<file path="config.mk">
export PLATFORM = sky130hd
export DESIGN_NAME = pp_dma_chan
export DESIGN_NICKNAME = d
export VERILOG_FILES = /design/src/rtl/pp_dma_pkg.sv /design/src/rtl/pp_dma_desc.sv /design/src/rtl/pp_dma_regs.sv /design/src/rtl/pp_dma_engine.sv /design/src/rtl/pp_dma_chan.sv
export SDC_FILE = /design/constraint.sdc
export NUM_CORES = 1
export LEC_CHECK = 0
export ABC_AREA = 1
export BUFFER_PORTS_ARGS = -buffer_cell sky130_fd_sc_hd__buf_2
export CAP_MARGIN = 10
export CORE_MARGIN = 2
export CORE_UTILIZATION = 39
export DETAILED_ROUTE_END_ITERATION = 10
export GPL_ROUTABILITY_DRIVEN = 0
export HOLD_SLACK_MARGIN = 0.08
export PLACE_DENSITY = 0.65
export SETUP_SLACK_MARGIN = 0.4
export SYNTH_ARGS = -nofsm -noshare
export SYNTH_HDL_FRONTEND = slang
export SYNTH_HIERARCHICAL = 1
export SYNTH_SLANG_ARGS = --single-unit
</file>
<file path="constraint.sdc">
create_clock -name clk_i -period 2.8 [get_ports clk_i]
set_input_delay 0.14 -clock clk_i [delete_from_list [all_inputs] [get_ports clk_i]]
set_output_delay 0.14 -clock clk_i [all_outputs]
set_load 0.01 [all_outputs]
</file>
<file path="src/rtl/pp_dma_pkg.sv">
package pp_dma_pkg;
  localparam int BYTE_W = 8;
  localparam int REG_W  = 32;
  localparam int RA_W   = 6;
  localparam int N_SET  = 2;
  localparam int CMD_EN  = 0;
  localparam int CMD_DIR = 1;
  localparam logic [RA_W-1:0] OFS_STAT = 6'h20;
  localparam logic [RA_W-1:0] OFS_CTRL = 6'h24;

  typedef enum logic [1:0] {
    ST_IDLE    = 2'd0,
    ST_FETCH   = 2'd1,
    ST_DELIVER = 2'd2
  } eng_state_e;

  typedef enum logic [1:0] {
    F_ADDR = 2'd0,
    F_LEN  = 2'd1,
    F_CMD  = 2'd2,
    F_NONE = 2'd3
  } fld_e;
endpackage

</file>
<file path="src/rtl/pp_dma_desc.sv">
module pp_dma_desc
  import pp_dma_pkg::*;
#(
  parameter int AW = 32,
  parameter int LW = 16
) (
  input  logic             clk_i,
  input  logic             rst_ni,
  input  logic             wr_i,
  input  fld_e             fld_i,
  input  logic [REG_W-1:0] wdata_i,
  input  logic             step_i,
  input  logic             fin_i,
  input  logic             clr_done_i,
  output logic [AW-1:0]    addr_o,
  output logic [LW-1:0]    len_o,
  output logic [1:0]       cmd_o,
  output logic             done_o
);
  logic [AW-1:0] addr_q;
  logic [LW-1:0] len_q;
  logic [1:0]    cmd_q;
  logic          done_q;

  always_ff @(posedge clk_i or negedge rst_ni) begin
    if (!rst_ni) begin
      addr_q <= '0;
      len_q  <= '0;
      cmd_q  <= '0;
    end else if (step_i || fin_i) begin
      if (step_i) begin
        addr_q <= addr_q + AW'(1);
        len_q  <= len_q - LW'(1);
      end
      if (fin_i) cmd_q[CMD_EN] <= 1'b0;
    end else if (wr_i) begin
      unique case (fld_i)
        F_ADDR:  addr_q <= wdata_i[AW-1:0];
        F_LEN:   len_q  <= wdata_i[LW-1:0];
        F_CMD:   cmd_q  <= wdata_i[1:0];
        default: ;
      endcase
    end
  end

  // set wins over clear
  always_ff @(posedge clk_i or negedge rst_ni) begin
    if (!rst_ni)         done_q <= 1'b0;
    else if (fin_i)      done_q <= 1'b1;
    else if (clr_done_i) done_q <= 1'b0;
  end

  assign addr_o = addr_q;
  assign len_o  = len_q;
  assign cmd_o  = cmd_q;
  assign done_o = done_q;
endmodule

</file>
<file path="src/rtl/pp_dma_regs.sv">
module pp_dma_regs
  import pp_dma_pkg::*;
#(
  parameter int AW = 32,
  parameter int LW = 16
) (
  input  logic                        clk_i,
  input  logic                        rst_ni,
  input  logic                        wr_i,
  input  logic [RA_W-1:0]             addr_i,
  input  logic [REG_W-1:0]            wdata_i,
  input  logic                        act_sel_i,
  input  logic                        busy_i,
  input  logic [N_SET-1:0][AW-1:0]    set_addr_i,
  input  logic [N_SET-1:0][LW-1:0]    set_len_i,
  input  logic [N_SET-1:0][1:0]       set_cmd_i,
  input  logic [N_SET-1:0]            done_i,
  output logic [N_SET-1:0]            set_wr_o,
  output fld_e                        fld_o,
  output logic [N_SET-1:0]            clr_done_o,
  output logic                        flip_o,
  output logic                        err_o,
  output logic [REG_W-1:0]            rdata_o
);
  logic           in_sets;
  logic           sel;
  fld_e           fld;
  logic           wr_stat, wr_ctrl;
  logic           blocked_any, flip_busy;
  logic           err_q;

  assign in_sets = (addr_i[RA_W-1:5] == '0);
  assign sel     = addr_i[4];
  assign fld     = fld_e'(addr_i[3:2]);
  assign wr_stat = wr_i && (addr_i == OFS_STAT);
  assign wr_ctrl = wr_i && (addr_i == OFS_CTRL);
  assign fld_o   = fld;

  always_comb begin
    set_wr_o    = '0;
    blocked_any = 1'b0;
    for (int s = 0; s < N_SET; s++) begin
      if (wr_i && in_sets && (fld != F_NONE) && (sel == s[0])) begin
        if ((act_sel_i == s[0]) && set_cmd_i[s][CMD_EN]) blocked_any = 1'b1;
        else                                             set_wr_o[s] = 1'b1;
      end
    end
  end

  assign flip_busy = wr_ctrl && wdata_i[0] && busy_i;
  assign flip_o    = wr_ctrl && wdata_i[0] && !busy_i;

  for (genvar g = 0; g < N_SET; g++) begin : g_clr
    assign clr_done_o[g] = wr_stat && wdata_i[g];
  end

  always_ff @(posedge clk_i or negedge rst_ni) begin
    if (!rst_ni)                       err_q <= 1'b0;
    else if (blocked_any || flip_busy) err_q <= 1'b1;
    else if (wr_stat && wdata_i[2])    err_q <= 1'b0;
  end
  assign err_o = err_q;

  always_comb begin
    rdata_o = '0;
    if (in_sets) begin
      unique case (fld)
        F_ADDR:  rdata_o[AW-1:0] = set_addr_i[sel];
        F_LEN:   rdata_o[LW-1:0] = set_len_i[sel];
        F_CMD:   rdata_o[1:0]    = set_cmd_i[sel];
        default: ;
      endcase
    end else if (addr_i == OFS_STAT) begin
      rdata_o[4:0] = {busy_i, act_sel_i, err_q, done_i};
    end
  end
endmodule

</file>
<file path="src/rtl/pp_dma_engine.sv">
module pp_dma_engine
  import pp_dma_pkg::*;
#(
  parameter int AW = 32,
  parameter int LW = 16
) (
  input  logic              clk_i,
  input  logic              rst_ni,
  input  logic              flip_i,
  input  logic [AW-1:0]     act_addr_i,
  input  logic [LW-1:0]     act_len_i,
  input  logic [1:0]        act_cmd_i,
  input  logic              oth_en_i,
  input  logic              oth_len_nz_i,
  output logic              act_sel_o,
  output logic              busy_o,
  output logic              step_o,
  output logic              fin_o,
  output logic              mem_valid_o,
  output logic              mem_we_o,
  output logic [AW-1:0]     mem_addr_o,
  output logic [BYTE_W-1:0] mem_wdata_o,
  input  logic              mem_ready_i,
  input  logic [BYTE_W-1:0] mem_rdata_i,
  input  logic              in_valid_i,
  input  logic [BYTE_W-1:0] in_data_i,
  output logic              in_ready_o,
  output logic              out_valid_o,
  output logic [BYTE_W-1:0] out_data_o,
  input  logic              out_ready_i
);
  eng_state_e        st_q;
  logic              sel_q;
  logic [BYTE_W-1:0] byte_q;
  logic              dir, en, last;
  logic              fetch_hs, deliver_hs, swap;

  assign dir  = act_cmd_i[CMD_DIR];
  assign en   = act_cmd_i[CMD_EN];
  assign last = (act_len_i == LW'(1));

  always_comb begin
    mem_valid_o = 1'b0;
    mem_we_o    = 1'b0;
    in_ready_o  = 1'b0;
    out_valid_o = 1'b0;
    unique case (st_q)
      ST_FETCH: begin
        if (dir) mem_valid_o = 1'b1;
        else     in_ready_o  = 1'b1;
      end
      ST_DELIVER: begin
        if (dir) out_valid_o = 1'b1;
        else begin
          mem_valid_o = 1'b1;
          mem_we_o    = 1'b1;
        end
      end
      default: ;
    endcase
  end

  assign fetch_hs   = (st_q == ST_FETCH)   && (dir ? mem_ready_i : in_valid_i);
  assign deliver_hs = (st_q == ST_DELIVER) && (dir ? out_ready_i : mem_ready_i);
  assign step_o     = deliver_hs;
  // zero-length enabled set completes straight from idle
  assign fin_o      = (deliver_hs && last) ||
                      ((st_q == ST_IDLE) && !flip_i && en && (act_len_i == '0));
  assign swap       = fin_o && oth_en_i;

  always_ff @(posedge clk_i or negedge rst_ni) begin
    if (!rst_ni) begin
      st_q   <= ST_IDLE;
      sel_q  <= 1'b0;
      byte_q <= '0;
    end else begin
      unique case (st_q)
        ST_IDLE: begin
          if (flip_i) sel_q <= ~sel_q;
          else if (fin_o) begin
            if (swap) begin
              sel_q <= ~sel_q;
              if (oth_len_nz_i) st_q <= ST_FETCH;
            end
          end else if (en) st_q <= ST_FETCH;
        end
        ST_FETCH: begin
          if (fetch_hs) begin
            byte_q <= dir ? mem_rdata_i : in_data_i;
            st_q   <= ST_DELIVER;
          end
        end
        ST_DELIVER: begin
          if (deliver_hs) begin
            if (fin_o) begin
              if (swap) sel_q <= ~sel_q;
              st_q <= (swap && oth_len_nz_i) ? ST_FETCH : ST_IDLE;
            end else begin
              st_q <= ST_FETCH;
            end
          end
        end
        default: st_q <= ST_IDLE;
      endcase
    end
  end

  assign act_sel_o   = sel_q;
  assign busy_o      = (st_q != ST_IDLE);
  assign mem_addr_o  = act_addr_i;
  assign mem_wdata_o = byte_q;
  assign out_data_o  = byte_q;
endmodule

</file>
<file path="src/rtl/pp_dma_chan.sv">
module pp_dma_chan
  import pp_dma_pkg::*;
#(
  parameter int AW = 32,
  parameter int LW = 16
) (
  input  logic              clk_i,
  input  logic              rst_ni,
  input  logic              reg_wr_i,
  input  logic [RA_W-1:0]   reg_addr_i,
  input  logic [REG_W-1:0]  reg_wdata_i,
  output logic [REG_W-1:0]  reg_rdata_o,
  output logic              mem_valid_o,
  output logic              mem_we_o,
  output logic [AW-1:0]     mem_addr_o,
  output logic [BYTE_W-1:0] mem_wdata_o,
  input  logic              mem_ready_i,
  input  logic [BYTE_W-1:0] mem_rdata_i,
  input  logic              in_valid_i,
  input  logic [BYTE_W-1:0] in_data_i,
  output logic              in_ready_o,
  output logic              out_valid_o,
  output logic [BYTE_W-1:0] out_data_o,
  input  logic              out_ready_i,
  output logic [N_SET-1:0]  done_o
);
  logic [N_SET-1:0][AW-1:0] set_addr;
  logic [N_SET-1:0][LW-1:0] set_len;
  logic [N_SET-1:0][1:0]    set_cmd;
  logic [N_SET-1:0]         set_wr, clr_done;
  fld_e                     fld;
  logic                     act_sel, oth_sel, eng_busy, eng_step, eng_fin;
  logic                     flip_req, reg_err;

  assign oth_sel = ~act_sel;

  pp_dma_regs #(.AW(AW), .LW(LW)) i_regs (
    .clk_i      (clk_i),
    .rst_ni     (rst_ni),
    .wr_i       (reg_wr_i),
    .addr_i     (reg_addr_i),
    .wdata_i    (reg_wdata_i),
    .act_sel_i  (act_sel),
    .busy_i     (eng_busy),
    .set_addr_i (set_addr),
    .set_len_i  (set_len),
    .set_cmd_i  (set_cmd),
    .done_i     (done_o),
    .set_wr_o   (set_wr),
    .fld_o      (fld),
    .clr_done_o (clr_done),
    .flip_o     (flip_req),
    .err_o      (reg_err),
    .rdata_o    (reg_rdata_o)
  );

  for (genvar g = 0; g < N_SET; g++) begin : g_set
    pp_dma_desc #(.AW(AW), .LW(LW)) i_desc (
      .clk_i      (clk_i),
      .rst_ni     (rst_ni),
      .wr_i       (set_wr[g]),
      .fld_i      (fld),
      .wdata_i    (reg_wdata_i),
      .step_i     (eng_step && (act_sel == g[0])),
      .fin_i      (eng_fin && (act_sel == g[0])),
      .clr_done_i (clr_done[g]),
      .addr_o     (set_addr[g]),
      .len_o      (set_len[g]),
      .cmd_o      (set_cmd[g]),
      .done_o     (done_o[g])
    );
  end

  pp_dma_engine #(.AW(AW), .LW(LW)) i_engine (
    .clk_i        (clk_i),
    .rst_ni       (rst_ni),
    .flip_i       (flip_req),
    .act_addr_i   (set_addr[act_sel]),
    .act_len_i    (set_len[act_sel]),
    .act_cmd_i    (set_cmd[act_sel]),
    .oth_en_i     (set_cmd[oth_sel][CMD_EN]),
    .oth_len_nz_i (|set_len[oth_sel]),
    .act_sel_o    (act_sel),
    .busy_o       (eng_busy),
    .step_o       (eng_step),
    .fin_o        (eng_fin),
    .mem_valid_o  (mem_valid_o),
    .mem_we_o     (mem_we_o),
    .mem_addr_o   (mem_addr_o),
    .mem_wdata_o  (mem_wdata_o),
    .mem_ready_i  (mem_ready_i),
    .mem_rdata_i  (mem_rdata_i),
    .in_valid_i   (in_valid_i),
    .in_data_i    (in_data_i),
    .in_ready_o   (in_ready_o),
    .out_valid_o  (out_valid_o),
    .out_data_o   (out_data_o),
    .out_ready_i  (out_ready_i)
  );
endmodule

</file>
After elaboration in Yosys (flattened, before gate mapping)

Index checks and enable logic that the tools add are counted.

Eq/ne operators: 18
Muxes and demuxes: 82
Magnitude comparators: 3
Add/sub/neg operators: 4
Bitwise gates (word level): 5
Reduce and logical (&&, ||, !) cells: 60

Operator list:

| kind                                                 | number |
|---|---|
| 2-to-1 mux 32 bit                                    | 11 |
| 2-to-1 mux 16 bit                                    | 14 |
| adder 32 x 1 -> 32 bit, second input constant        | 2 |
| 2-to-1 mux 1 bit                                     | 36 |
| subtractor 16 x 1 -> 16 bit, second input constant   | 2 |
| case mux 14 bit (2 select lines)                     | 1 |
| 2-to-1 mux 27 bit                                    | 1 |
| logical AND 1 bit                                    | 26 |
| nonzero test 2 bit                                   | 13 |
| 2-to-1 mux 2 bit                                     | 12 |
| AND reduction 3 bit                                  | 8 |
| equality test 16 x 1 -> 1 bit, second input constant | 1 |
| logical NOT 16 bit                                   | 1 |
| OR reduction 16 bit                                  | 1 |
| equality test 6 bit, second input constant           | 2 |
| case mux 2 bit (3 select lines)                      | 2 |
| 2-to-1 mux 5 bit                                     | 2 |
| != test 2 x 1 -> 1 bit, second input constant        | 5 |
| != test 3 x 2 -> 1 bit, second input constant        | 3 |
| 2-to-1 mux 8 bit                                     | 1 |
| < comparator 1 x 2 -> 1 bit, second input constant   | 3 |
| != test 2 bit, second input constant                 | 3 |
| AND reduction 6 bit                                  | 1 |
| inverter 1 bit                                       | 5 |
| other kinds (7)                                      | 16 |

Register bits after elaboration: 114
Input bits: 60

Logic depth before layout (Yosys ltp)

Depth after elaboration: 15
Gate-level depth with buffers: 22

Hierarchy

Netlist, hierarchy kept.

By module, submodules not included:

| module        | times used | sequential area each (um^2) | area an instance (um^2) | cells an instance |
|---|---|---|---|---|
| pp_dma_desc   | 2          | 1,276.2                     | 3,727.3                 | 616 |
| pp_dma_regs   | 1          | 25.0                        | 1,124.8                 | 234 |
| pp_dma_engine | 1          | 275.3                       | 1,023.5                 | 153 |
| pp_dma_chan   | 1          | 0.0                         | 855.8                   | 207 |

Worst setup path before layout

OpenSTA, ideal clock, no wires.

Kind: reg-to-reg
Start point: reg i_engine.sel_q, in the netlist i_engine/act_sel_o
End point: reg g_set[0].i_desc.addr_q[17]
Stages on the path, launching flop included: 23
Arrival: 2.299 ns
Setup time: 0.116 ns
Setup slack: 0.385 ns
Path buffers: 4
Cell sequence: dfrtp_1 buf_6 inv_4 buf_6 buf_6 nand2_1 nand2_1 inv_1 nand2_1 nor2_1 nand2_1 nor2_1 and2_4 inv_1 nor2_1 nor2_1 nand3_1 nand2_1 inv_2 clkbuf_1 nor2_1 nand2_1 nand2_1

Word-level cells in the longest chain between the ends: 10

Ends and longest elaborated chain:

| item                                                                          | line                | source |
|---|---|---|
| start, declared                                                               | pp_dma_engine.sv:33 | `logic sel_q;` |
| start signal, assigned                                                        | pp_dma_engine.sv:79 | `if (flip_i) sel_q <= ~sel_q;` |
| start signal, assigned                                                        | pp_dma_engine.sv:82 | `sel_q <= ~sel_q;` |
| start signal, assigned                                                        | pp_dma_engine.sv:96 | `if (swap) sel_q <= ~sel_q;` |
| parallel branches: the longest is 5 deep, another holds 2-to-1 mux 16 bit     | n/a                 |  |
| logical OR 1 bit *                                                            | pp_dma_engine.sv:67 | `assign fin_o = (deliver_hs && last) \|\|` |
| net eng_fin                                                                   | pp_dma_chan.sv:32   | `logic act_sel, oth_sel, eng_busy, eng_step, eng_fin;` |
| logical AND 1 bit *                                                           | pp_dma_chan.sv:65   | `.fin_i (eng_fin && (act_sel == g[0])),` |
| logical OR 1 bit *                                                            | pp_dma_desc.sv:30   | `end else if (step_i \|\| fin_i) begin` |
| != test 2 x 1 -> 1 bit (no source line) or nonzero test 2 bit (tied branches) | n/a                 |  |
| AND reduction 3 bit (no source line)                                          | n/a                 |  |
| end signal, assigned                                                          | pp_dma_desc.sv:32   | `addr_q <= addr_q + AW'(1);` |
| end signal, assigned                                                          | pp_dma_desc.sv:38   | `F_ADDR: addr_q <= wdata_i[AW-1:0];` |
| end, declared                                                                 | pp_dma_desc.sv:20   | `logic [AW-1:0] addr_q;` |

Mark *: on every way through the listed nets, which the timed path passes. The select of a mux whose other input is x is not followed.
A chain may end at the register's enable or synchronous reset.

Worst setup path after layout

Start point: reg i_engine.sel_q, in the netlist i_engine/act_sel_o
End point: reg g_set[0].i_desc.addr_q[13]

Same word-level chain as after synthesis.

==> impl_metrics.py <==
metrics = {
    "outcome": {
        "status": "completed",
    },
    "cells_and_area": {
        "nNetsFinal": 2037,
        "diodes": 0,
        "multiInputGateArea_sq_um": 6461,
        "fin_cells": 2321,
        "area_growth_pct": 22.51,
        "stdcell_area_sq_um": 12810,
        "drive_gt1_share_pct": 17.93,
        "nFillCells": 2706,
        "seqCellArea_sq_um": 2854,
    },
    "hold_path": {
        "hp-class": "input pin to flop",
        "hold-path-cell-count": 3,
    },
    "pwr": {
        "powerDensity_nw_per_um2": 885.0,
        "power_mw": 11.34,
        "ir_drop_v": 0.0004453,
        "leakage_nw": 6.107,
    },
    "timing": {
        "rsz0062_at_grt": "true",
        "tns_ps": 0,
        "period_minus_slack_ps": 2376,
        "hold_viol_final": 0,
        "setup_ws_ps": 424.3,
        "fmax_mhz": 420.9,
        "tightest_slew_ps": 713.9,
        "fin_crit_sh_pct": 84.85,
        "max-slew-margin-rel_pct": 52.40,
        "maxSlewViolCount": 0,
        "setup_violations": 0,
        "finClkSkew_ps": 16.02,
    },
    "placement": {
        "port_buffers": 145,
        "placed_area_sq_um": 11360,
        "post-place-cells": 2242,
        "dpl.hpwl_mm": 28.96,
        "dp_slack_ps": 236.0,
    },
    "synth": {
        "syn-cell-area_sq_um": 10460,
        "synth_edf_count": 0,
        "synth_top_cell_by_area": "dfrtp_1",
        "ys_ff_latch": 114,
        "async_reset_ff_share_pct": 100.0,
        "synth_most_common_cell": "nand2_1",
        "yosysUniqueCellTypes": 34,
        "synth_nets": 1890,
        "yosysSeqAreaShare_pct": 27.28,
        "synthTopCellsByCount": "709 x nand2_1, 303 x nor2_1, 150 x inv_1",
        "netlist.area_leader.share_pct": 27.28,
        "synth_cells": 1826,
        "ys_top_cells_by_area": "dfrtp_1 27%, nand2_1 25%, nor2_1 11%",
        "ys.warnings.count": 6,
        "synthFlopType": "dfrtp_1",
        "syn_area_per_cell_sq_um": 5.728,
    },
    "cts": {
        "h-tree-depth": 4,
        "path_clk_slew_ps": 60,
        "clockBufferDepth": 2,
        "cts_tree": "done",
        "clk_latency_ps": 440,
        "cts_buffers": 17,
        "cts_num_sinks": 114,
        "clockRootBuffer": "clkbuf_16",
    },
    "flow_run": {
        "maxCapViolCount": 0,
    },
    "critical_path": {
        "end_kind": "flop",
        "worstSetupStartpointType": "flop",
        "worstPathArrival_ps": 2730,
        "worstPathRequired_ps": 3150,
        "crit_chain": "buf_4 -> nand2_1 -> nand2_1 -> inv_1 -> nor2_1 -> nand3_2 -> nand2_1 -> and2_4 -> inv_1 -> nor2_4 -> nor2_2 -> nand3_1 -> nand2_4 -> inv_8 -> buf_12 -> nor2_1 -> a21oi_2",
        "regToRegSetupSlack_ps": 420,
        "max_stage_delay_ps": 480,
        "crit_top_cell": "nand2_1",
        "path_class": "flop to flop",
        "cp_top_family": "simple AND/OR/NAND/NOR gates",
        "cp_num_cells": 17,
        "slowest_stage": "dfrtp_2",
        "worstPathBufferInverterCount": 5,
        "r2r_cells": 17,
        "crit_fanout": 11,
    },
    "floorplan": {
        "die_width_microns": 167.8,
        "die_height_microns": 167.8,
        "row_count": 59,
        "core_area_sq_um": 26210,
        "io_pins": 146,
        "die-area_sq_um": 28140,
        "initial_core_util_pct": 39.91,
    },
    "global_routing": {
        "grt-ovfl-total": 0,
        "grt_pass1_vias": 11402,
        "antenna_found_initial": 0,
        "grt_pass1_wl_mm": 63.09,
        "grt_max_degree": 115,
        "grtUsageTotal_pct": 28.69,
    },
    "drt": {
        "drt-pass1-iter-count": 6,
        "ant_nets": 0,
        "drtIter0Drc": 1178,
        "wl_mm": 41.84,
        "via_per_inst": 5.385,
        "avgRoutedWirePerCell_microns": 18.03,
        "vias": 12498,
        "drc": 0,
    },
}
==> cell families after synthesis <==
group / Yosys count / share of synthesized area (%)
flops: 114 / 27.28
compound gates: 213 / 11.22
simple gates: 1227 / 48.39
buf+inv: 268 / 12.63
fa+ha+maj: 4 / 0.4785
==> routing by layer <==
layer	vias to the layer above	wire (microns)	global-route usage, %
met1	5656	16850	36.66
met3	142	3606	5.105
met4	0	2507	17.09
met2	713	18880	45.38
met5	-	0	0
li1	5987	-	-
==> worst paths after layout <==
check                                   start                         end
min                            reg_wdata_i[0]    g_set[1].i_desc/cmd_o[0]
max reg2reg                i_engine/act_sel_o  g_set[0].i_desc/addr_o[13]
min in group asynchronous              rst_ni     i_engine/mem_wdata_o[7]
min reg2reg                      i_regs/err_o                i_regs/err_o
max in group asynchronous              rst_ni  g_set[1].i_desc/addr_o[19]
max                        i_engine/act_sel_o  g_set[0].i_desc/addr_o[13]
==> state kept, by name, indices dropped and copies added (netlist names) <==
signal                cells
g_set.i_desc/addr_o      64
i_engine/mem_wdata_o      8
i_engine/act_sel_o        1
g_set.i_desc/len_o       32
g_set.i_desc/done_o       2
i_engine/st_q             2
i_regs/err_o              1
g_set.i_desc/cmd_o        4
==> cell usage in the layout, fill, tap and decap left out, types with 20 or more instances in the layout <==
| master | instances |
|---|---|
| a21oi_1 | 65 |
| buf_4 | 39 |
| inv_1 | 145 |
| nand3_1 | 124 |
| nand2_2 | 26 |
| nor2_2 | 23 |
| nand2_1 | 697 |
| o21ai_1 | 28 |
| clkbuf_16 | 24 |
| dfrtp_1 | 113 |
| nor2_4 | 22 |
| buf_2 | 144 |
| dlygate4sd3_1 | 28 |
| o21ai_0 | 60 |
| a31oi_1 | 20 |
| nor2_1 | 291 |
==> tightest hold or removal path: stages <==
cell     delay (ps)
buf_2           150
nand2_2         110
a21oi_1          70
==> per-stage QoR <==
| stage | utilization [%] | hold slack [ps] |
|---|---|---|
| finish | 48.89 | 82.44 |
| global route | 48.89 | 87.80 |
| CTS | 47.09 | 84.61 |
| detailed placement | 43.37 | 294.0 |
| global placement | 43.37 | 290.5 |
| floorplan | - | -155.6 |
==> power breakdown <==
part	internal [mW]	switching, mW	leakage (nW)
clock	1.51	0.871	0.291
sequential	2.34	1.42	1.39
combinational	1.99	3.21	4.43
==> layout make-up <==
| cell class | instances | share of cell area, % |
|---|---|---|
| clock buffer | 19 | 3.457 |
| clock inverter | 13 | 1.445 |
| inverter | 160 | 5.039 |
| multi-input combinational | 1444 | 50.42 |
| sequential | 114 | 22.27 |
| tap | 335 | 3.271 |
| timing repair buffer | 236 | 14.09 |
==> timing repair <==
action,CTS,global route
gates resized for setup,10,79
hold endpoints to repair,135,0
cloned,1,7
hold buffers,28,0
setup buffers,2,9
pin swaps,0,9
endpoints found under the setup margin,70,105
(Power assumes the default switching activity.)
